===== src/rtl/chstat_pkg.sv =====
// Package: shared types for the dual-channel status buffer reader.
// Assumes nothing beyond standard SystemVerilog.
package chstat_pkg;
    // Which half of a paired A/B word the next two-byte-mode read returns.
    typedef enum logic {
        HALF_A = 1'b0,
        HALF_B = 1'b1
    } half_e;
endpackage


===== src/rtl/chstat_capture.sv =====
// Capture stage: NWORDS words written from the receiver side.
// Assumes that addresses at or above NWORDS are invalid, and it drops them.
// The whole stage is presented flat, so that the copy unit can take it in one step.
module chstat_capture #(
    parameter int NWORDS = 24,
    parameter int WORD_W = 16,
    parameter int AW     = 5
) (
    input  logic                     clk,
    input  logic                     rst_n,
    input  logic                     we,
    input  logic [AW-1:0]            waddr,
    input  logic [WORD_W-1:0]        wdata,
    output logic [NWORDS*WORD_W-1:0] d_flat
);
    logic [WORD_W-1:0] mem [NWORDS];

    // Writes one capture word, or clears the whole stage on reset.
    always_ff @(posedge clk) begin
        if (!rst_n) begin
            for (int i = 0; i < NWORDS; i++) mem[i] <= '0;
        end else if (we && (int'(waddr) < NWORDS)) begin
            mem[waddr] <= wdata;
        end
    end

    for (genvar g = 0; g < NWORDS; g++) begin : g_flat
        assign d_flat[g*WORD_W +: WORD_W] = mem[g];
    end
endmodule


===== src/rtl/chstat_xfer.sv =====
// Copy unit: holds the host-visible stage and copies the capture stage into it.
// A request that arrives during a read burst is held until the burst closes.
// The event flag is set when a copy changes any bit. It is sticky and is cleared
// by a write-one pulse. A set in the same cycle as a clear wins.
module chstat_xfer #(
    parameter int NWORDS = 24,
    parameter int WORD_W = 16
) (
    input  logic                     clk,
    input  logic                     rst_n,
    input  logic [NWORDS*WORD_W-1:0] d_flat,
    input  logic                     xfer_req,
    input  logic                     burst_active,
    input  logic                     irq_clr,
    output logic [NWORDS*WORD_W-1:0] e_flat,
    output logic                     irq_flag
);
    logic pending;
    logic fire;
    logic differs;

    // A copy fires when a request is new or held, and no burst is open.
    assign fire    = (xfer_req || pending) && !burst_active;
    // Parallel compare of the whole block against the current host-visible stage.
    assign differs = (d_flat != e_flat);

    // Holds a deferred request across an open burst.
    always_ff @(posedge clk) begin
        if (!rst_n) pending <= 1'b0;
        else        pending <= (xfer_req || pending) && burst_active;
    end

    // Copies the capture stage into the host-visible stage in one step.
    always_ff @(posedge clk) begin
        if (!rst_n)    e_flat <= '0;
        else if (fire) e_flat <= d_flat;
    end

    // Sticky change flag; a set beats a clear.
    always_ff @(posedge clk) begin
        if (!rst_n)                irq_flag <= 1'b0;
        else if (fire && differs)  irq_flag <= 1'b1;
        else if (irq_clr)          irq_flag <= 1'b0;
    end
endmodule


===== src/rtl/chstat_rdseq.sv =====
// Read sequencer: returns bytes of the host-visible stage through an
// auto-incrementing word index. One-byte mode picks A or B per word and
// advances each read. Two-byte mode gives A then B and advances after B.
// Assumes at most one of rd_load and rd_strobe acts per cycle; a load wins.
module chstat_rdseq
    import chstat_pkg::*;
#(
    parameter int NWORDS = 24,
    parameter int BYTE_W = 8,
    parameter int AW     = 5
) (
    input  logic                       clk,
    input  logic                       rst_n,
    input  logic [NWORDS*2*BYTE_W-1:0] e_flat,
    input  logic                       rd_load,
    input  logic [AW-1:0]              rd_addr,
    input  logic                       rd_strobe,
    input  logic                       two_byte,
    input  logic                       chan_b,
    input  logic                       buf_sel,
    output logic [BYTE_W-1:0]          rd_data,
    output logic                       rd_valid,
    output logic [AW-1:0]              word_idx
);
    localparam int           WORD_W = 2 * BYTE_W;
    localparam logic [AW-1:0] LAST  = AW'(NWORDS - 1);

    half_e             half;
    logic [WORD_W-1:0] cur_word;
    logic [BYTE_W-1:0] pick;
    logic              take_b;
    logic              step;
    logic              accept;
    logic [AW-1:0]     next_idx;

    assign accept   = rd_strobe && !rd_load;
    assign cur_word = e_flat[word_idx*WORD_W +: WORD_W];
    assign take_b   = two_byte ? (half == HALF_B) : chan_b;
    assign pick     = buf_sel ? '0 : (take_b ? cur_word[BYTE_W-1:0] : cur_word[WORD_W-1:BYTE_W]);
    // The index moves after every one-byte read, or after the B half of a pair.
    assign step     = !two_byte || (half == HALF_B);
    assign next_idx = (word_idx == LAST) ? '0 : word_idx + 1'b1;

    // Word index and pair half, loaded by the host and advanced by reads.
    always_ff @(posedge clk) begin
        if (!rst_n) begin
            word_idx <= '0;
            half     <= HALF_A;
        end else if (rd_load) begin
            word_idx <= (int'(rd_addr) < NWORDS) ? rd_addr : '0;
            half     <= HALF_A;
        end else if (accept) begin
            if (step) word_idx <= next_idx;
            half <= (two_byte && half == HALF_A) ? HALF_B : HALF_A;
        end
    end

    // Registers the returned byte and its one-cycle valid pulse.
    always_ff @(posedge clk) begin
        if (!rst_n) begin
            rd_data  <= '0;
            rd_valid <= 1'b0;
        end else begin
            rd_valid <= accept;
            if (accept) rd_data <= pick;
        end
    end
endmodule


===== src/rtl/chstat_reader.sv =====
// Top: dual-channel status buffer reader. Connects the capture stage, the copy
// unit and the read sequencer, and masks the event flag onto irq.
// Assumes that all inputs are synchronous to clk.
module chstat_reader #(
    parameter int NWORDS = 24,
    parameter int BYTE_W = 8,
    parameter int AW     = 5
) (
    input  logic              clk,
    input  logic              rst_n,
    input  logic              cap_we,
    input  logic [AW-1:0]     cap_addr,
    input  logic [2*BYTE_W-1:0] cap_data,
    input  logic              xfer_req,
    input  logic              burst_active,
    input  logic              buf_sel,
    input  logic              two_byte,
    input  logic              chan_b,
    input  logic              irq_en,
    input  logic              irq_clr,
    input  logic              rd_load,
    input  logic [AW-1:0]     rd_addr,
    input  logic              rd_strobe,
    output logic [BYTE_W-1:0] rd_data,
    output logic              rd_valid,
    output logic              irq
);
    localparam int WORD_W = 2 * BYTE_W;

    logic [NWORDS*WORD_W-1:0] d_flat;
    logic [NWORDS*WORD_W-1:0] e_flat;
    logic                     irq_flag;
    logic [AW-1:0]            word_idx;

    chstat_capture #(.NWORDS(NWORDS), .WORD_W(WORD_W), .AW(AW)) u_cap (
        .clk(clk), .rst_n(rst_n), .we(cap_we), .waddr(cap_addr),
        .wdata(cap_data), .d_flat(d_flat)
    );

    chstat_xfer #(.NWORDS(NWORDS), .WORD_W(WORD_W)) u_xfer (
        .clk(clk), .rst_n(rst_n), .d_flat(d_flat), .xfer_req(xfer_req),
        .burst_active(burst_active), .irq_clr(irq_clr),
        .e_flat(e_flat), .irq_flag(irq_flag)
    );

    chstat_rdseq #(.NWORDS(NWORDS), .BYTE_W(BYTE_W), .AW(AW)) u_rd (
        .clk(clk), .rst_n(rst_n), .e_flat(e_flat), .rd_load(rd_load),
        .rd_addr(rd_addr), .rd_strobe(rd_strobe), .two_byte(two_byte),
        .chan_b(chan_b), .buf_sel(buf_sel), .rd_data(rd_data),
        .rd_valid(rd_valid), .word_idx(word_idx)
    );

    // The mask gates the output only; the flag itself is kept.
    assign irq = irq_flag && irq_en;
endmodule


===== config.mk =====
export PLATFORM = sky130hd
export DESIGN_NAME = chstat_reader
export DESIGN_NICKNAME = d
export VERILOG_FILES = /design/src/rtl/chstat_pkg.sv /design/src/rtl/chstat_capture.sv /design/src/rtl/chstat_xfer.sv /design/src/rtl/chstat_rdseq.sv /design/src/rtl/chstat_reader.sv
export SDC_FILE = /design/constraint.sdc
export NUM_CORES = 2
export LEC_CHECK = 0
export CORE_MARGIN = 3
export CORE_UTILIZATION = 39
export DETAILED_ROUTE_END_ITERATION = 8
export GPL_TIMING_DRIVEN = 0
export PLACE_DENSITY = 0.6
export SETUP_SLACK_MARGIN = 0.4
export SYNTH_ARGS = -nofsm -noshare
export SYNTH_HDL_FRONTEND = slang
export SYNTH_SLANG_ARGS = --single-unit
export TNS_END_PERCENT = 20

===== constraint.sdc =====
create_clock -name clk -period 3.86 [get_ports clk]
set_input_delay 0.772 -clock clk [delete_from_list [all_inputs] [get_ports clk]]
set_output_delay 0.772 -clock clk [all_outputs]
set_load 0.02 [all_outputs]

==> results.cfg <==
[clock_network]
worstSkewPairLatency_ns = 0.68
clk_path_buf_depth = 3
cts.hold.buffers_added = 0
root_buffer = clkbuf_16
tritoncts = built
numClockSinks = 785
cts_buffers = 88
htree_levels = 3
path_clk_slew_ns = 0.06

[pwr]
p_leak_nw = 13.77
finalPower_mw = 21.19
power.density_nw_per_um2 = 506.0
ir_worst_vdd_mv = 0.2998

[drt]
vias = 28510
drcViolationCount = 0
ant_nets = 0
drtPass1Iterations = 6
vias_per_cell = 5.849
routedWlPerCell_um = 34.17
drt_iter0_drc = 4786
finalWirelength_mm = 166.6

[finish]
layout.nets = 3589
final_cell_mix = 799 x nand2_1, 401 x dfxtp_1, 386 x and2_1
area_delta_synth_final_pct = 14.77
drive_gt1_frac = 0.08386
fin_area_um2 = 41880
nFillCells = 8785
multi_input_area_um2 = 16100
final_common_cell = nand2_1
regArea_um2 = 19560

[global_routing]
overflow = 0
grt_antenna_before_repair = 29
grt_pass1_vias = 25910
grt_use_total = 0.3356
grt_first_pass_wirelength_mm = 222.3
grt_max_degree = 17

[status]
status = completed

[floorplanning]
die_w_um = 311.9
dieArea_um2 = 97270
io_pins = 48
fp.dieH_um = 311.9
start_util = 0.3957
fp-row-count = 111
core_um2 = 92220

[min_path]
min_path_type = register to register
min_from = u_xfer.pending$_SDFF_PN0_

[setup_path]
crit_buf_inv = 3
required_ns = 4.37
critPathTopFamily = buffers and inverters
worstSetupStartpointType = register
slowest_delay_ns = 0.60
crit_chain = buf_2 -> buf_4 -> buf_2 -> mux2i_1 -> nand2_1 -> a31oi_1 -> o22ai_1 -> a211oi_2 -> o21ai_1
cp-end-kind = register
worst_path_most_repeated_cell = buf_2
critPathSlowestCell = mux2i_1
worst_ep_arrival_time_ns = 4.29
r2r-start = u_rd.word_idx[1]$_SDFFE_PN0P_
crit_path_max_fanout = 10
worstSetupPathType = register to register
crit_path_start = u_rd.word_idx[1]$_SDFFE_PN0P_

[synth]
synth.avg_cell_area_um2 = 10.74
synth_cells = 3398
yosysTopAreaCell = edfxtp_1
netlist_area_um2 = 36490
synth_edf_count = 384
synth_seq_cells = 785
synthDominantCellAreaShare = 0.3160
synth_ff_type = dfxtp_1
synthDistinctLibCells = 50
ys_async_sr_fraction = 0
ys_warn_count = 0
synth.area.top_cells = edfxtp_1 32%, dfxtp_1 22%, xnor2_1 8.5%
synth_seq_area_share = 0.5360
syn-num-nets = 3437

[timing]
max_clock_freq_mhz = 264.4
fin_crit_ns = 3.782
skew_ns = 0.03087
setup-violations-final = 0
rsz0062_at_grt = yes
totalNegativeSetupSlack_ns = 0
hold_violations = 0
worstMarginPinSlew_ns = 1.434
slew_violations = 0
finalCritPeriodShare = 0.9798
max_slew_margin = 0.04394

[run]
max_cap_viol_count = 0

[placement]
io_buffers = 47
place_area_um2 = 38800
hpwlAfterDp_mm = 130.1
gp_congestion = 1.039
==> worst register-to-register path: stages (launching register included) <==
cell      delay (ns)
dfxtp_1         0.35
buf_2           0.35
buf_4           0.42
buf_2           0.55
mux2i_1         0.62
nand2_1         0.28
a31oi_1         0.25
o22ai_1         0.20
a211oi_2        0.53
o21ai_1         0.10
==> where the power goes <==
| part | internal, mW | switching, mW |
|---|---|---|
| Sequential | 9.18 | 0.470 |
| Combinational | 0.790 | 1.84 |
| Clock | 5.18 | 3.74 |
| Total | 15.1 | 6.05 |
==> cells by family after synthesis <==
family | Yosys count | share of synthesized area
AND/OR/NAND/NOR | 1382 | 0.1801
XOR/XNOR | 384 | 0.09217
AO/OA/AOI/OAI | 478 | 0.09461
flip-flops | 785 | 0.5360
buffers and inverters | 231 | 0.02613
adder cells (fa/ha/maj) | 1 | 0.0003428
multiplexers | 137 | 0.07064
==> worst paths after layout <==
path,endpoint,slack [ns],cells after the start
worst max-delay path,u_rd.rd_data[0]$_SDFFE_PN0P_,0.08,9
worst min-delay path,u_xfer.pending$_SDFF_PN0_,0.49,2
worst max register to register,u_rd.rd_data[0]$_SDFFE_PN0P_,0.08,9
worst min register to register,u_xfer.pending$_SDFF_PN0_,0.49,2
==> layer usage <==
layer,part of all wire,up-vias,GRT usage
met5,0.00036,-,0
met4,0.064,10,0.1723
met3,0.12,392,0.08865
met2,0.41,1861,0.4794
met1,0.40,14280,0.4670
li1,-,11970,-
==> metrics by stage <==
stage          std cells    util  setup slack [ns]  hold slack, ns
2_1_floorplan       3398       -            0.7501          0.4462
3_3_place_gp        4688  0.4176            -1.554          0.4671
3_5_place_dp        4703  0.4208           -0.4025          0.4784
4_1_cts             4868  0.4538            0.3064          0.4890
5_1_grt             4868  0.4539            0.2366          0.5124
6_report            4875  0.4541           0.07791          0.4868
==> cells in the mapped netlist (2+ instances only) <==
cell type,number
a31oi_1,6
a21oi_1,19
mux4_2,84
buf_4,3
xor2_1,30
buf_2,14
a22oi_1,3
nand2_1,799
o21ai_0,30
and2_1,386
nor4_1,32
edfxtp_1,384
inv_1,3
buf_1,13
mux2_2,7
xnor2_1,354
nor2_1,33
nand2b_1,2
mux4_1,9
buf_6,4
nor2b_1,12
clkbuf_1,191
and3_1,2
nand3_1,2
nand3b_1,2
or3b_2,2
a21boi_0,384
o21ai_1,8
dfxtp_1,401
a211oi_1,6
o22ai_1,6
mux2i_1,37
a221oi_1,8
nand4_1,103
o211a_1,2
or3_1,3
==> sequential cells by signal (all words and copies together) (netlist names) <==
name / cells
u_cap.mem: 384
u_rd.half: 1
u_rd.rd_data: 8
u_rd.rd_valid: 1
u_rd.word_idx: 5
u_xfer.e_flat: 384
u_xfer.irq_flag: 1
u_xfer.pending: 1
==> layout make-up <==
class,count,area share
Sequential cell,785,0.4670
Multi-Input combinational cell,2382,0.3845
Clock buffer,128,0.06128
Tap cell,1243,0.03714
Buffer,227,0.02265
Timing Repair Buffer,62,0.01616
Clock inverter,37,0.01049
Antenna cell,7,0.0004183
Inverter,4,0.0003585
==> repair_timing <==
item,CTS,global route
gates resized for setup,13,7
buffers inserted,0,0
endpoints found under the setup margin,79,121
No activity file was read; power rests on OpenSTA's default activity.
